==> src/rtl/fos_pkg.sv <==
`timescale 1ns/1ps
package fos_pkg;
  typedef enum logic [1:0] {
    ST_IDLE   = 2'd0,
    ST_DUTY   = 2'd1,
    ST_PERIOD = 2'd2
  } fosState_t;

  typedef struct packed {
    logic capture;     // latch operands and selections
    logic dutyPass;    // multiplier uses duty factor, result held
    logic periodPass;  // multiplier uses period factor, outputs loaded
  } fosStrobe_t;
endpackage

==> src/rtl/fos_ctrl.sv <==
`timescale 1ns/1ps
module fos_ctrl
  import fos_pkg::*;
(
  input  logic       clk,
  input  logic       rstN,
  input  logic       start,
  output fosStrobe_t strb,
  output logic       done
);
  fosState_t state;

  always_comb begin
    strb.capture    = start && (state == ST_IDLE);
    strb.dutyPass   = (state == ST_DUTY);
    strb.periodPass = (state == ST_PERIOD);
  end

  always_ff @(posedge clk or negedge rstN) begin
    if (!rstN) begin
      state <= ST_IDLE;
      done  <= 1'b0;
    end else begin
      done <= strb.periodPass;
      unique case (state)
        ST_IDLE:   if (start) state <= ST_DUTY;
        ST_DUTY:   state <= ST_PERIOD;
        ST_PERIOD: state <= ST_IDLE;
        default:   state <= ST_IDLE;
      endcase
    end
  end

  // duty pass is always followed by the period pass
  p_duty_then_period_r3: assert property (@(posedge clk) disable iff (!rstN)
    state == ST_DUTY |=> state == ST_PERIOD);

  // a start during the period pass does not re-enter the sequence
  p_period_returns_idle_r4: assert property (@(posedge clk) disable iff (!rstN)
    state == ST_PERIOD |=> state == ST_IDLE && done);

  // done never lasts two cycles
  p_done_single_r11: assert property (@(posedge clk) disable iff (!rstN)
    done |=> !done);
endmodule

==> src/rtl/fos_datapath.sv <==
`timescale 1ns/1ps
module fos_datapath
  import fos_pkg::*;
#(
  parameter int IN_W   = 24,
  parameter int FAC_W  = 14,
  parameter int OUT_W  = 18,
  parameter int FRAC_W = 4,
  parameter int N_DUTY = 4,
  parameter int N_PER  = 2,
  localparam int ADDR_W = $clog2(N_DUTY + N_PER + 2),
  localparam int DSEL_W = $clog2(N_DUTY),
  localparam int PSEL_W = $clog2(N_PER)
) (
  input  logic                      clk,
  input  logic                      rstN,
  input  fosStrobe_t                strb,
  input  logic                      cfgWrEn,
  input  logic [ADDR_W-1:0]         cfgWrAddr,
  input  logic [OUT_W-1:0]          cfgWrData,
  input  logic [IN_W-1:0]           filterIn,
  input  logic [DSEL_W-1:0]         dutySel,
  input  logic [PSEL_W-1:0]         periodSel,
  output logic [OUT_W-1:0]          dutyOut,
  output logic [OUT_W-FRAC_W-1:0]   periodOut
);
  localparam int PROD_W   = IN_W + FAC_W;
  localparam int MAG_W    = PROD_W - 1;
  localparam int SHIFT    = MAG_W - OUT_W;
  localparam int HI_ADDR  = N_DUTY + N_PER;
  localparam int LO_ADDR  = N_DUTY + N_PER + 1;
  localparam logic [MAG_W:0] HALF = (MAG_W+1)'(1) << (SHIFT - 1);

  logic [FAC_W-1:0]  dutyFac [N_DUTY];
  logic [FAC_W-1:0]  perFac  [N_PER];
  logic [OUT_W-1:0]  clampHi, clampLo;
  logic [IN_W-1:0]   filtReg;
  logic [DSEL_W-1:0] dutySelR;
  logic [PSEL_W-1:0] perSelR;
  logic [OUT_W-1:0]  dutyHold;

  // configuration storage
  for (genvar gi = 0; gi < N_DUTY; gi++) begin : g_dutyFac
    always_ff @(posedge clk or negedge rstN) begin
      if (!rstN) dutyFac[gi] <= '0;
      else if (cfgWrEn && cfgWrAddr == ADDR_W'(gi)) dutyFac[gi] <= cfgWrData[FAC_W-1:0];
    end
  end
  for (genvar gj = 0; gj < N_PER; gj++) begin : g_perFac
    always_ff @(posedge clk or negedge rstN) begin
      if (!rstN) perFac[gj] <= '0;
      else if (cfgWrEn && cfgWrAddr == ADDR_W'(N_DUTY + gj)) perFac[gj] <= cfgWrData[FAC_W-1:0];
    end
  end
  always_ff @(posedge clk or negedge rstN) begin
    if (!rstN) begin
      clampHi <= '1;
      clampLo <= '0;
    end else if (cfgWrEn) begin
      if (cfgWrAddr == ADDR_W'(HI_ADDR)) clampHi <= cfgWrData;
      if (cfgWrAddr == ADDR_W'(LO_ADDR)) clampLo <= cfgWrData;
    end
  end

  // shared multiplier with per-pass factor selection
  logic [FAC_W-1:0]         factor;
  logic signed [PROD_W-1:0] filtSx, facZx, prod;
  logic [MAG_W-1:0]         mag;
  logic [OUT_W:0]           rndTop;
  logic [OUT_W-1:0]         rounded, afterHi, dutyClamped;

  always_comb begin
    factor  = strb.dutyPass ? dutyFac[dutySelR] : perFac[perSelR];
    filtSx  = {{FAC_W{filtReg[IN_W-1]}}, filtReg};
    facZx   = {{IN_W{1'b0}}, factor};
    prod    = filtSx * facZx;
    mag     = prod[PROD_W-1] ? '0 : prod[MAG_W-1:0];
    rndTop  = (OUT_W+1)'(({1'b0, mag} + HALF) >> SHIFT);
    rounded = rndTop[OUT_W] ? '1 : rndTop[OUT_W-1:0];
    afterHi     = (rounded > clampHi) ? clampHi : rounded;
    dutyClamped = (afterHi < clampLo) ? clampLo : afterHi;
  end

  always_ff @(posedge clk or negedge rstN) begin
    if (!rstN) begin
      filtReg   <= '0;
      dutySelR  <= '0;
      perSelR   <= '0;
      dutyHold  <= '0;
      dutyOut   <= '0;
      periodOut <= '0;
    end else begin
      if (strb.capture) begin
        filtReg  <= filterIn;
        dutySelR <= dutySel;
        perSelR  <= periodSel;
      end
      if (strb.dutyPass) dutyHold <= dutyClamped;
      if (strb.periodPass) begin
        dutyOut   <= dutyHold;
        periodOut <= rounded[OUT_W-1:FRAC_W];
      end
    end
  end

  // held duty value respects the ceiling unless the floor overrides it
  p_duty_ceiling_r7: assert property (@(posedge clk) disable iff (!rstN)
    strb.dutyPass |=> (dutyHold <= $past(clampHi)) || ($past(clampLo) > $past(clampHi)));

  // held duty value never sits below the floor
  p_duty_floor_r7: assert property (@(posedge clk) disable iff (!rstN)
    strb.dutyPass |=> dutyHold >= $past(clampLo));

  // a negative operand yields a zero period
  p_neg_zero_r5: assert property (@(posedge clk) disable iff (!rstN)
    strb.periodPass && filtReg[IN_W-1] |=> periodOut == '0);

  // outputs only move on the period pass
  p_outputs_hold_r11: assert property (@(posedge clk) disable iff (!rstN)
    !strb.periodPass |=> $stable(dutyOut) && $stable(periodOut));
endmodule

==> src/rtl/filter_out_scaler.sv <==
`timescale 1ns/1ps
module filter_out_scaler
  import fos_pkg::*;
(
  input  logic        clk,
  input  logic        rstN,
  input  logic        cfgWrEn,
  input  logic [2:0]  cfgWrAddr,
  input  logic [17:0] cfgWrData,
  input  logic        start,
  input  logic [23:0] filterIn,
  input  logic [1:0]  dutySel,
  input  logic        periodSel,
  output logic [17:0] dutyOut,
  output logic [13:0] periodOut,
  output logic        done
);
  fosStrobe_t strb;

  fos_ctrl u_ctrl (
    .clk   (clk),
    .rstN  (rstN),
    .start (start),
    .strb  (strb),
    .done  (done)
  );

  fos_datapath #(
    .IN_W   (24),
    .FAC_W  (14),
    .OUT_W  (18),
    .FRAC_W (4),
    .N_DUTY (4),
    .N_PER  (2)
  ) u_dp (
    .clk       (clk),
    .rstN      (rstN),
    .strb      (strb),
    .cfgWrEn   (cfgWrEn),
    .cfgWrAddr (cfgWrAddr),
    .cfgWrData (cfgWrData),
    .filterIn  (filterIn),
    .dutySel   (dutySel),
    .periodSel (periodSel),
    .dutyOut   (dutyOut),
    .periodOut (periodOut)
  );
endmodule

==> config.mk <==
export PLATFORM = sky130hd
export DESIGN_NAME = filter_out_scaler
export DESIGN_NICKNAME = d
export VERILOG_FILES = /design/src/rtl/fos_pkg.sv /design/src/rtl/fos_ctrl.sv /design/src/rtl/fos_datapath.sv /design/src/rtl/filter_out_scaler.sv
export SDC_FILE = /design/constraint.sdc
export NUM_CORES = 1
export LEC_CHECK = 0
export CORE_MARGIN = 8
export CORE_UTILIZATION = 55
export DETAILED_ROUTE_END_ITERATION = 6
export DONT_BUFFER_PORTS = 1
export MAX_ROUTING_LAYER = met4
export PLACE_DENSITY = 0.7
export SLEW_MARGIN = 30
export SYNTH_ARGS = -nofsm -noshare
export SYNTH_HDL_FRONTEND = slang
export SYNTH_SLANG_ARGS = --single-unit
==> constraint.sdc <==
create_clock -name clk -period 17.8 [get_ports clk]
set_input_delay 3.56 -clock clk [delete_from_list [all_inputs] [get_ports clk]]
set_output_delay 3.56 -clock clk [all_outputs]
set_load 0.02 [all_outputs]
==> results of run 1 <==
-- kinds of logic after synthesis --
| logic type | Yosys count |
|---|---|
| AO/OA/AOI/OAI | 256 |
| buffers and inverters | 474 |
| AND/OR/NAND/NOR | 709 |
| flip-flops | 200 |
| XOR/XNOR | 33 |
| multiplexers | 189 |
| adder cells (fa/ha/maj) | 430 |
-- synth_stat cells, types with 4 or more instances --
cell type and number:
a21o_1 23, a21oi_1 71, a221oi_1 4, a31oi_1 14, and2_1 66, and3_1 7
and4_1 6, buf_1 5, buf_2 14, buf_6 5, clkbuf_1 82, dfrtp_1 182
dfstp_2 18, fa_1 309, ha_1 121, inv_1 367, mux2_2 153, mux2i_1 23
mux4_2 12, nand2_1 277, nand2b_1 17, nand3_1 20, nand4_1 30, nor2_1 63
nor2b_1 163, nor3_1 16, nor3b_1 4, nor4_1 9, o211ai_1 12, o21a_1 11
o21ai_0 48, o21ai_1 11, o21bai_1 4, o31ai_1 7, xnor2_1 22, xor2_1 10
-- worst max path at each step --
| stage | start | to | slack, ps | cells after the start |
|---|---|---|---|---|
| finish | u_ctrl.state[1]$_DFFE_PN0P_ | u_dp.dutyHold[8]$_DFFE_PN0P_ | 3060 | 54 |
| global route | u_ctrl.state[1]$_DFFE_PN0P_ | u_dp.dutyHold[8]$_DFFE_PN0P_ | 2230 | 49 |
| CTS | u_ctrl.state[1]$_DFFE_PN0P_ | u_dp.dutyHold[8]$_DFFE_PN0P_ | 3240 | 49 |
| detailed placement | u_ctrl.state[1]$_DFFE_PN0P_ | u_dp.dutyHold[8]$_DFFE_PN0P_ | 3350 | 51 |
| global placement | u_ctrl.state[1]$_DFFE_PN0P_ | u_dp.dutyHold[8]$_DFFE_PN0P_ | 3470 | 52 |
| floorplan | u_dp.dutySelR[0]$_DFFE_PN0P_ | u_dp.dutyHold[10]$_DFFE_PN0P_ | 5010 | 52 |
-- registers in the layout, indices dropped and copies added, names as in the netlist --
signal	count
u_dp.periodOut	14
u_dp.dutyOut	18
u_dp.dutyFac	56
u_ctrl.done	1
u_dp.perSelR	1
u_dp.dutySelR	2
u_dp.clampLo	18
u_dp.filtReg	24
u_dp.clampHi	18
u_dp.dutyHold	18
u_ctrl.state	2
u_dp.perFac	28
-- layer usage --
metal | wire [um] | up-vias | GRT usage [%]
met4 | 1050 | 0 | 5.46
li1 | - | 7231 | -
met3 | 3010 | 70 | 4.24
met2 | 28700 | 396 | 43.0
met1 | 25000 | 8286 | 33.8
met5 | 0 | - | -
-- per-stage QoR --
step | util (%) | instance area (um^2) | cells | setup WS (ps) | hold WS [ps]
floorplan | - | 22500 | 2291 | 5010 | 439
global placement | 56.6 | 23000 | 2744 | 3470 | 484
detailed placement | 56.6 | 23000 | 2746 | 3350 | 483
CTS | 58.1 | 23600 | 2778 | 3240 | 508
global route | 58.1 | 23600 | 2778 | 2230 | 511
finish | 58.1 | 23600 | 2779 | 3060 | 508
-- worst register-to-register path: cells and delay by family (launching register included) --
family	cells	cell delay (ps)
flip-flops	1	440
adder cells (fa/ha/maj)	10	4220
AND/OR/NAND/NOR	14	2760
AO/OA/AOI/OAI	17	4110
XOR/XNOR	1	420
buffers and inverters	11	2270
multiplexers	1	410
-- final cells by class --
type / instances / area share, %
antenna: 1 / 0.0106
tap: 532 / 2.82
inverter: 368 / 5.86
clock inverter: 14 / 0.673
timing repair buffer: 29 / 0.938
multi-input combinational: 1617 / 66.6
sequential: 200 / 21.3
clock buffer: 18 / 1.82
==> flow_summary.ini, run 1 <==
[outcome]
status = completed

[grt]
grt_pass1_wl_mm = 94.7
grt_util_all_layers_pct = 26.1
grt_max_degree = 201
grt_pass1_vias = 17100
gr-total-overflow = 0
grt_antenna_before_repair = 1

[yosys]
synth_xor_area_share_pct = 1.32
synthMuxAreaShare_pct = 9.94
synth-compound-area-share_pct = 7.71
synthFlopType = dfrtp_1
ys_seq_elements = 200
async_flop_share_pct = 100
syn-num-nets = 2773
synthTopCellsByArea = fa_1 27%, dfrtp_1 20%, mux2_2 7.7%
synth_top_area_share_pct = 27.5
synth_seq_area_share_pct = 22.3
synth_area_per_cell_um2 = 9.83
synth_cell_types = 90
syn-cell-area_um2 = 22500
synthAdderAreaFrac_pct = 34.2
syn_inst = 2291
synth_top_area_cell = fa_1
synth-simple-area-share_pct = 16.3
synth_warnings = 0
synth_top_family_by_area = adder cells
synth_edf_count = 0

[worst_setup_path]
cp_slowest_stage_delay_ps = 650
crit_slowest_cell = o21ai_0
rr_endpoint = u_dp.dutyHold[8]$_DFFE_PN0P_
critPathMaxFanout = 31
rrSetupSlack_ps = 3060
r2r_start = u_ctrl.state[1]$_DFFE_PN0P_
crit_family = adder cells
required_ps = 18150
end_kind = register
critPathLaunchType = register
r2r_cells = 54
path_class = register to register
critPathBufInv = 11
worstPathArrival_ps = 15090

[cts]
clockBufferDepth = 2
htreeDepth = 4
cts_made_buffers = 17
cts-root-buf = clkbuf_16
cts_hold_buf = 0
cts.sinks = 200
path_clk_slew_ps = 90
insertion_delay_ps = 470
postCtsSetupBuffers = 0
ctsResizeCount = 0
cts_tree = yes

[placed_design]
io_buffers = 0
dp_hpwl_mm = 45.9
gp_congestion = 0.936

[floorplan]
core_um2 = 40600
placementRows = 74
start_util_pct = 55.4
pin_count = 85
dieArea_um2 = 47700
die_y_um = 218
dieWidth_um = 218

[finish]
final_common_cell = inv_1
regArea_um2 = 5030
layout-drive-gt1-share_pct = 13.4
layout.nets = 2715
syn2layout_area_growth_pct = 4.88
final_cell_mix = 366 x inv_1, 309 x fa_1, 277 x nand2_1, 182 x dfrtp_1, 163 x nor2b_1
multi_input_area_um2 = 15700
n_fill_cell = 3553

[sta]
timing.final.hold_violations = 0
fin_crit_sh_pct = 82.8
setup_viol = 0
worst_pin_slew_ps = 955
fin_skew_ps = 20.3
setup-tns-final_ps = 0
relSlewSlack_pct = 35.6
drv_slew = 0
max_freq_ghz = 0.0679
rsz0062_at_grt = no
layout_min_cycle_time_ps = 14740

[drt]
vias = 16000
first_pass_iters = 5
via_per_inst = 5.75
totalWireLength_mm = 57.8
wire_per_inst_um = 20.8
dr.first_iter.drc_count = 1125
ant_nets = 0
drc_errors = 0

[hold_path]
hold_depth = 1
hold_start = u_dp.dutyFac[21]$_DFFE_PN0P_
hold-path-endpoint = u_dp.dutyFac[21]$_DFFE_PN0P_
hold_path_class = register to register

[flow_run]
max-cap-violations = 0
Power of run 1 is left out: the tool's default activity adds up to more than one toggle a clock period on the data nets, which glitch-free logic cannot reach.
==> run 2, diff against run 1 <==
Clock period 17.8 ns to 14.2 ns, I/O delays scaled along.
==> flow_summary.ini, run 2 (same netlist as run 1, synthesis figures left out) <==
[cts]
clockBufferDepth = 2
cts-root-buf = clkbuf_16
htreeDepth = 4
cts_made_buffers = 17
cts.sinks = 200
cts_tree = yes
path_clk_slew_ps = 80
insertion_delay_ps = 480

[hold_path]
hold_path_class = register to register
hold_start = u_dp.dutyHold[11]$_DFFE_PN0P_
hold-path-endpoint = u_dp.dutyOut[11]$_DFFE_PN0P_
hold_depth = 2

[worst_setup_path]
path_class = register to register
r2r_cells = 50
end_kind = register
required_ps = 14600
critPathLaunchType = register
cp_slowest_stage_delay_ps = 570
crit_slowest_cell = dfrtp_2
crit_path_frequent_cell = fa_1
r2r_start = u_dp.dutySelR[0]$_DFFE_PN0P_
critPathMaxFanout = 23
rr_endpoint = u_dp.dutyHold[9]$_DFFE_PN0P_
worstPathArrival_ps = 13950
rrSetupSlack_ps = 650

[finish]
layout-drive-gt1-share_pct = 14.3
final_common_cell = inv_1
layout.nets = 2729
multi_input_area_um2 = 15800
regArea_um2 = 5030
reg_top3 = u_dp.dutyFac: 56 flops, u_dp.perFac: 28 flops, u_dp.filtReg: 24 flops
syn2layout_area_growth_pct = 6.00
n_fill_cell = 3481
largest_reg_flops = 56
fin_cells = 2794
regMostFlops = u_dp.dutyFac
final_cell_mix = 366 x inv_1, 308 x fa_1, 277 x nand2_1, 180 x dfrtp_1, 162 x nor2b_1

[sta]
drv_slew = 0
layout_min_cycle_time_ps = 13550
setup_viol = 0
whs_ps = 479
fin_skew_ps = 24.5
timing.final.hold_violations = 0
setup-tns-final_ps = 0
relSlewSlack_pct = 40.7
max_freq_ghz = 0.0738
worst_pin_slew_ps = 884
rsz0062_at_grt = no
fin_crit_sh_pct = 95.4

[placed_design]
numPlacedInstances = 2757
io_buffers = 0
gp_congestion = 0.990
dp_hpwl_mm = 45.7

[floorplan]
pin_count = 85
start_util_pct = 55.4
dieArea_um2 = 47700
core_um2 = 40600
die_y_um = 218
placementRows = 74
dieWidth_um = 218

[grt]
gr-total-overflow = 0
grt_util_all_layers_pct = 25.9
grt_pass1_vias = 17600
grt_pass1_wl_mm = 95.0
grt_antenna_before_repair = 3
grt_max_degree = 201

[drt]
ant_nets = 0
vias = 16300
first_pass_iters = 5
dr.first_iter.drc_count = 1001
wire_per_inst_um = 20.6
via_per_inst = 5.83
totalWireLength_mm = 57.5
drc_errors = 0

[outcome]
status = completed

[flow_run]
max-cap-violations = 0
==> run 2: layer usage <==
layer / share of wire [%] / vias to the layer above / track usage [%] / routed length (um)
met4: 2.4 / 0 / 6.87 / 1370
met2: 50 / 480 / 43.3 / 28700
li1: - / 7272 / - / -
met1: 42 / 8424 / 32.7 / 24400
met5: 0 / - / - / 0
met3: 5.3 / 105 / 4.11 / 3050
==> run 2: timing repair <==
action / 4_1_cts / 5_1_grt
hold buffers: 0 / 0
buffers inserted: 0 / 2
resized for setup: 0 / 16
setup endpoints to repair: 0 / 17
==> run 2: worst max-delay path by stage <==
stage,start,to
after CTS,u_dp.dutySelR[0]$_DFFE_PN0P_,u_dp.dutyHold[11]$_DFFE_PN0P_
final,u_dp.dutySelR[0]$_DFFE_PN0P_,u_dp.dutyHold[9]$_DFFE_PN0P_
after global routing,u_dp.dutySelR[0]$_DFFE_PN0P_,u_dp.dutyHold[9]$_DFFE_PN0P_
after global placement,u_dp.dutySelR[0]$_DFFE_PN0P_,u_dp.dutyHold[10]$_DFFE_PN0P_
after floorplan,u_dp.dutySelR[0]$_DFFE_PN0P_,u_dp.dutyHold[10]$_DFFE_PN0P_
after detailed placement,u_dp.dutySelR[0]$_DFFE_PN0P_,u_dp.dutyHold[8]$_DFFE_PN0P_
==> run 2: worst max-delay path, delay by kind of cell (launching register included) <==
family	cells	cell delay, ps
simple gates	14	3110
mux	1	520
xor+xnor	1	300
compound gates	15	3640
buf+inv	9	1300
flops	1	570
fa+ha+maj	10	4000
==> run 2: per-stage QoR <==
stage          utilization (%)  setup WS, ps  instance area, um^2
2_1_floorplan                -          1410                22500
3_3_place_gp              56.8           391                23100
3_5_place_dp              56.9           306                23100
4_1_cts                   58.4           188                23800
5_1_grt                   58.7          45.5                23900
6_report                  58.7           646                23900
==> run 2: final cells by class <==
type,instances,share of cell area (%)
clock inverter,15,0.755
multi-input combinational,1617,66.3
timing repair buffer,43,1.50
inverter,368,5.80
clock buffer,17,1.78
antenna,2,0.0210
sequential,200,21.1
tap,532,2.79
Power of run 2 is left out for the same reason.
==> run 3, diff against run 2 <==
Settings changed: CORE_UTILIZATION 55 to 67, PLACE_DENSITY 0.7 to not set, PLACE_DENSITY_LB_ADDON set to 0.3, TNS_END_PERCENT set to 20.
==> flow_summary.ini, run 3 (same netlist as run 1, synthesis figures left out) <==
[worst_setup_path]
path_class = register to register
endpoint = u_dp.dutyHold[10]$_DFFE_PN0P_
worstPathArrival_ps = 13910
critPathMaxFanout = 24
cp_slowest_stage_delay_ps = 560
crit_path_frequent_cell = fa_1
crit_family = compound AO/OA/AOI/OAI gates
cp.depth = 49
rr_endpoint = u_dp.dutyHold[10]$_DFFE_PN0P_
required_ps = 14550
critPathLaunchType = register
end_kind = register
rrSetupSlack_ps = 640
r2r_cells = 49
r2r_start = u_dp.dutySelR[0]$_DFFE_PN0P_
critPathBufInv = 7
critPathLaunch = u_dp.dutySelR[0]$_DFFE_PN0P_
crit_slowest_cell = mux4_2

[floorplan]
core_um2 = 33300
die_y_um = 199
pin_count = 85
start_util_pct = 67.6
dieArea_um2 = 39700
dieWidth_um = 199
placementRows = 67

[sta]
max_freq_ghz = 0.0737
fin_skew_ps = 24.2
layout_min_cycle_time_ps = 13560
fin_crit_sh_pct = 95.5
timing.final.hold_violations = 0
drv_slew = 0
worst_pin_slew_ps = 952
relSlewSlack_pct = 36.5
setup_viol = 0

[placed_design]
post_dp_cell_area_um2 = 23000
gp_congestion = 1.01
io_buffers = 0
dp_hpwl_mm = 45.0

[drt]
top_layer_used = met4
vias = 16500
totalWireLength_mm = 57.1
drc_errors = 0
via_per_inst = 6.10
met1_length_mm = 22.7
ant_nets = 0
wl_met3_mm = 3.68
wire_per_inst_um = 21.1
dr.first_iter.drc_count = 1125
wl_met2_mm = 29.2
first_pass_iters = 5

[cts]
path_clk_slew_ps = 80
cts_hold_buf = 0
insertion_delay_ps = 470
htreeDepth = 4
cts_tree = yes
clockBufferDepth = 2
cts_made_buffers = 17
cts.sinks = 200
cts-root-buf = clkbuf_16

[finish]
largest_reg_flops = 56
final_cell_mix = 366 x inv_1, 309 x fa_1, 277 x nand2_1, 180 x dfrtp_1, 163 x nor2b_1
regMostFlops = u_dp.dutyFac
syn2layout_area_growth_pct = 5.31
layout-drive-gt1-share_pct = 14.2
reg_top3 = u_dp.dutyFac: 56 flops, u_dp.perFac: 28 flops, u_dp.filtReg: 24 flops
fin_area_um2 = 23700
final_core_util_pct = 71.2
final_common_cell = inv_1
layout.nets = 2728

[grt]
grt_max_degree = 201
grt_util_all_layers_pct = 31.3
grt_antenna_before_repair = 2
grt_pass1_wl_mm = 94.6
gr-total-overflow = 0
grt_pass1_vias = 18100

[outcome]
status = completed

[hold_path]
hold_path_class = register to register

[flow_run]
max-cap-violations = 0
## run 3: stage by stage
stage | hold WS [ps] | TNS, ps | worst slack (ps) | std cells
6_report | 487 | 0 | 635 | 2709
5_1_grt | 513 | -79.7 | -32.1 | 2709
4_1_cts | 485 | 0 | 206 | 2702
3_5_place_dp | 466 | 0 | 308 | 2670
3_3_place_gp | 462 | 0 | 406 | 2668
2_1_floorplan | 439 | 0 | 1410 | 2291
## run 3: worst min-delay path by stage
stage                                        from                           end  slack (ps)  cells after the start
finish               u_dp.dutyHold[9]$_DFFE_PN0P_   u_dp.dutyOut[9]$_DFFE_PN0P_         490                      2
global route         u_dp.dutyHold[2]$_DFFE_PN0P_   u_dp.dutyOut[2]$_DFFE_PN0P_         510                      2
CTS                  u_dp.dutyHold[9]$_DFFE_PN0P_   u_dp.dutyOut[9]$_DFFE_PN0P_         490                      2
detailed placement   u_dp.dutyHold[9]$_DFFE_PN0P_   u_dp.dutyOut[9]$_DFFE_PN0P_         470                      2
global placement     u_dp.dutyHold[9]$_DFFE_PN0P_   u_dp.dutyOut[9]$_DFFE_PN0P_         460                      2
floorplan           u_dp.dutyHold[11]$_DFFE_PN0P_  u_dp.dutyOut[11]$_DFFE_PN0P_         440                      2
## run 3: tightest hold or removal path: stages (launching register included)
cell	delay, ps
dfrtp_1	360
nand2_1	50
nand2_1	50
## run 3: what timing repair did
action | CTS | global route
buffers inserted | 0 | 4
setup endpoints to repair | 0 | 17
resized for setup | 0 | 12
## run 3: metal layers
metal  track usage [%]  vias to the layer above
met5                 -                        -
met4              9.53                        0
met3              4.70                      132
met2              53.0                      611
met1              38.6                     8506
li1                  -                     7280
## run 3: cell type report
cell class	count	area [um^2]
Inverter	368	1390
Clock inverter	15	154
Sequential cell	200	5030
Antenna cell	2	5.00
Multi-Input combinational cell	1617	15800
Fill cell	2495	9580
Tap cell	448	561
Clock buffer	17	425
Timing Repair Buffer	42	352
Power of run 3 is left out for the same reason.
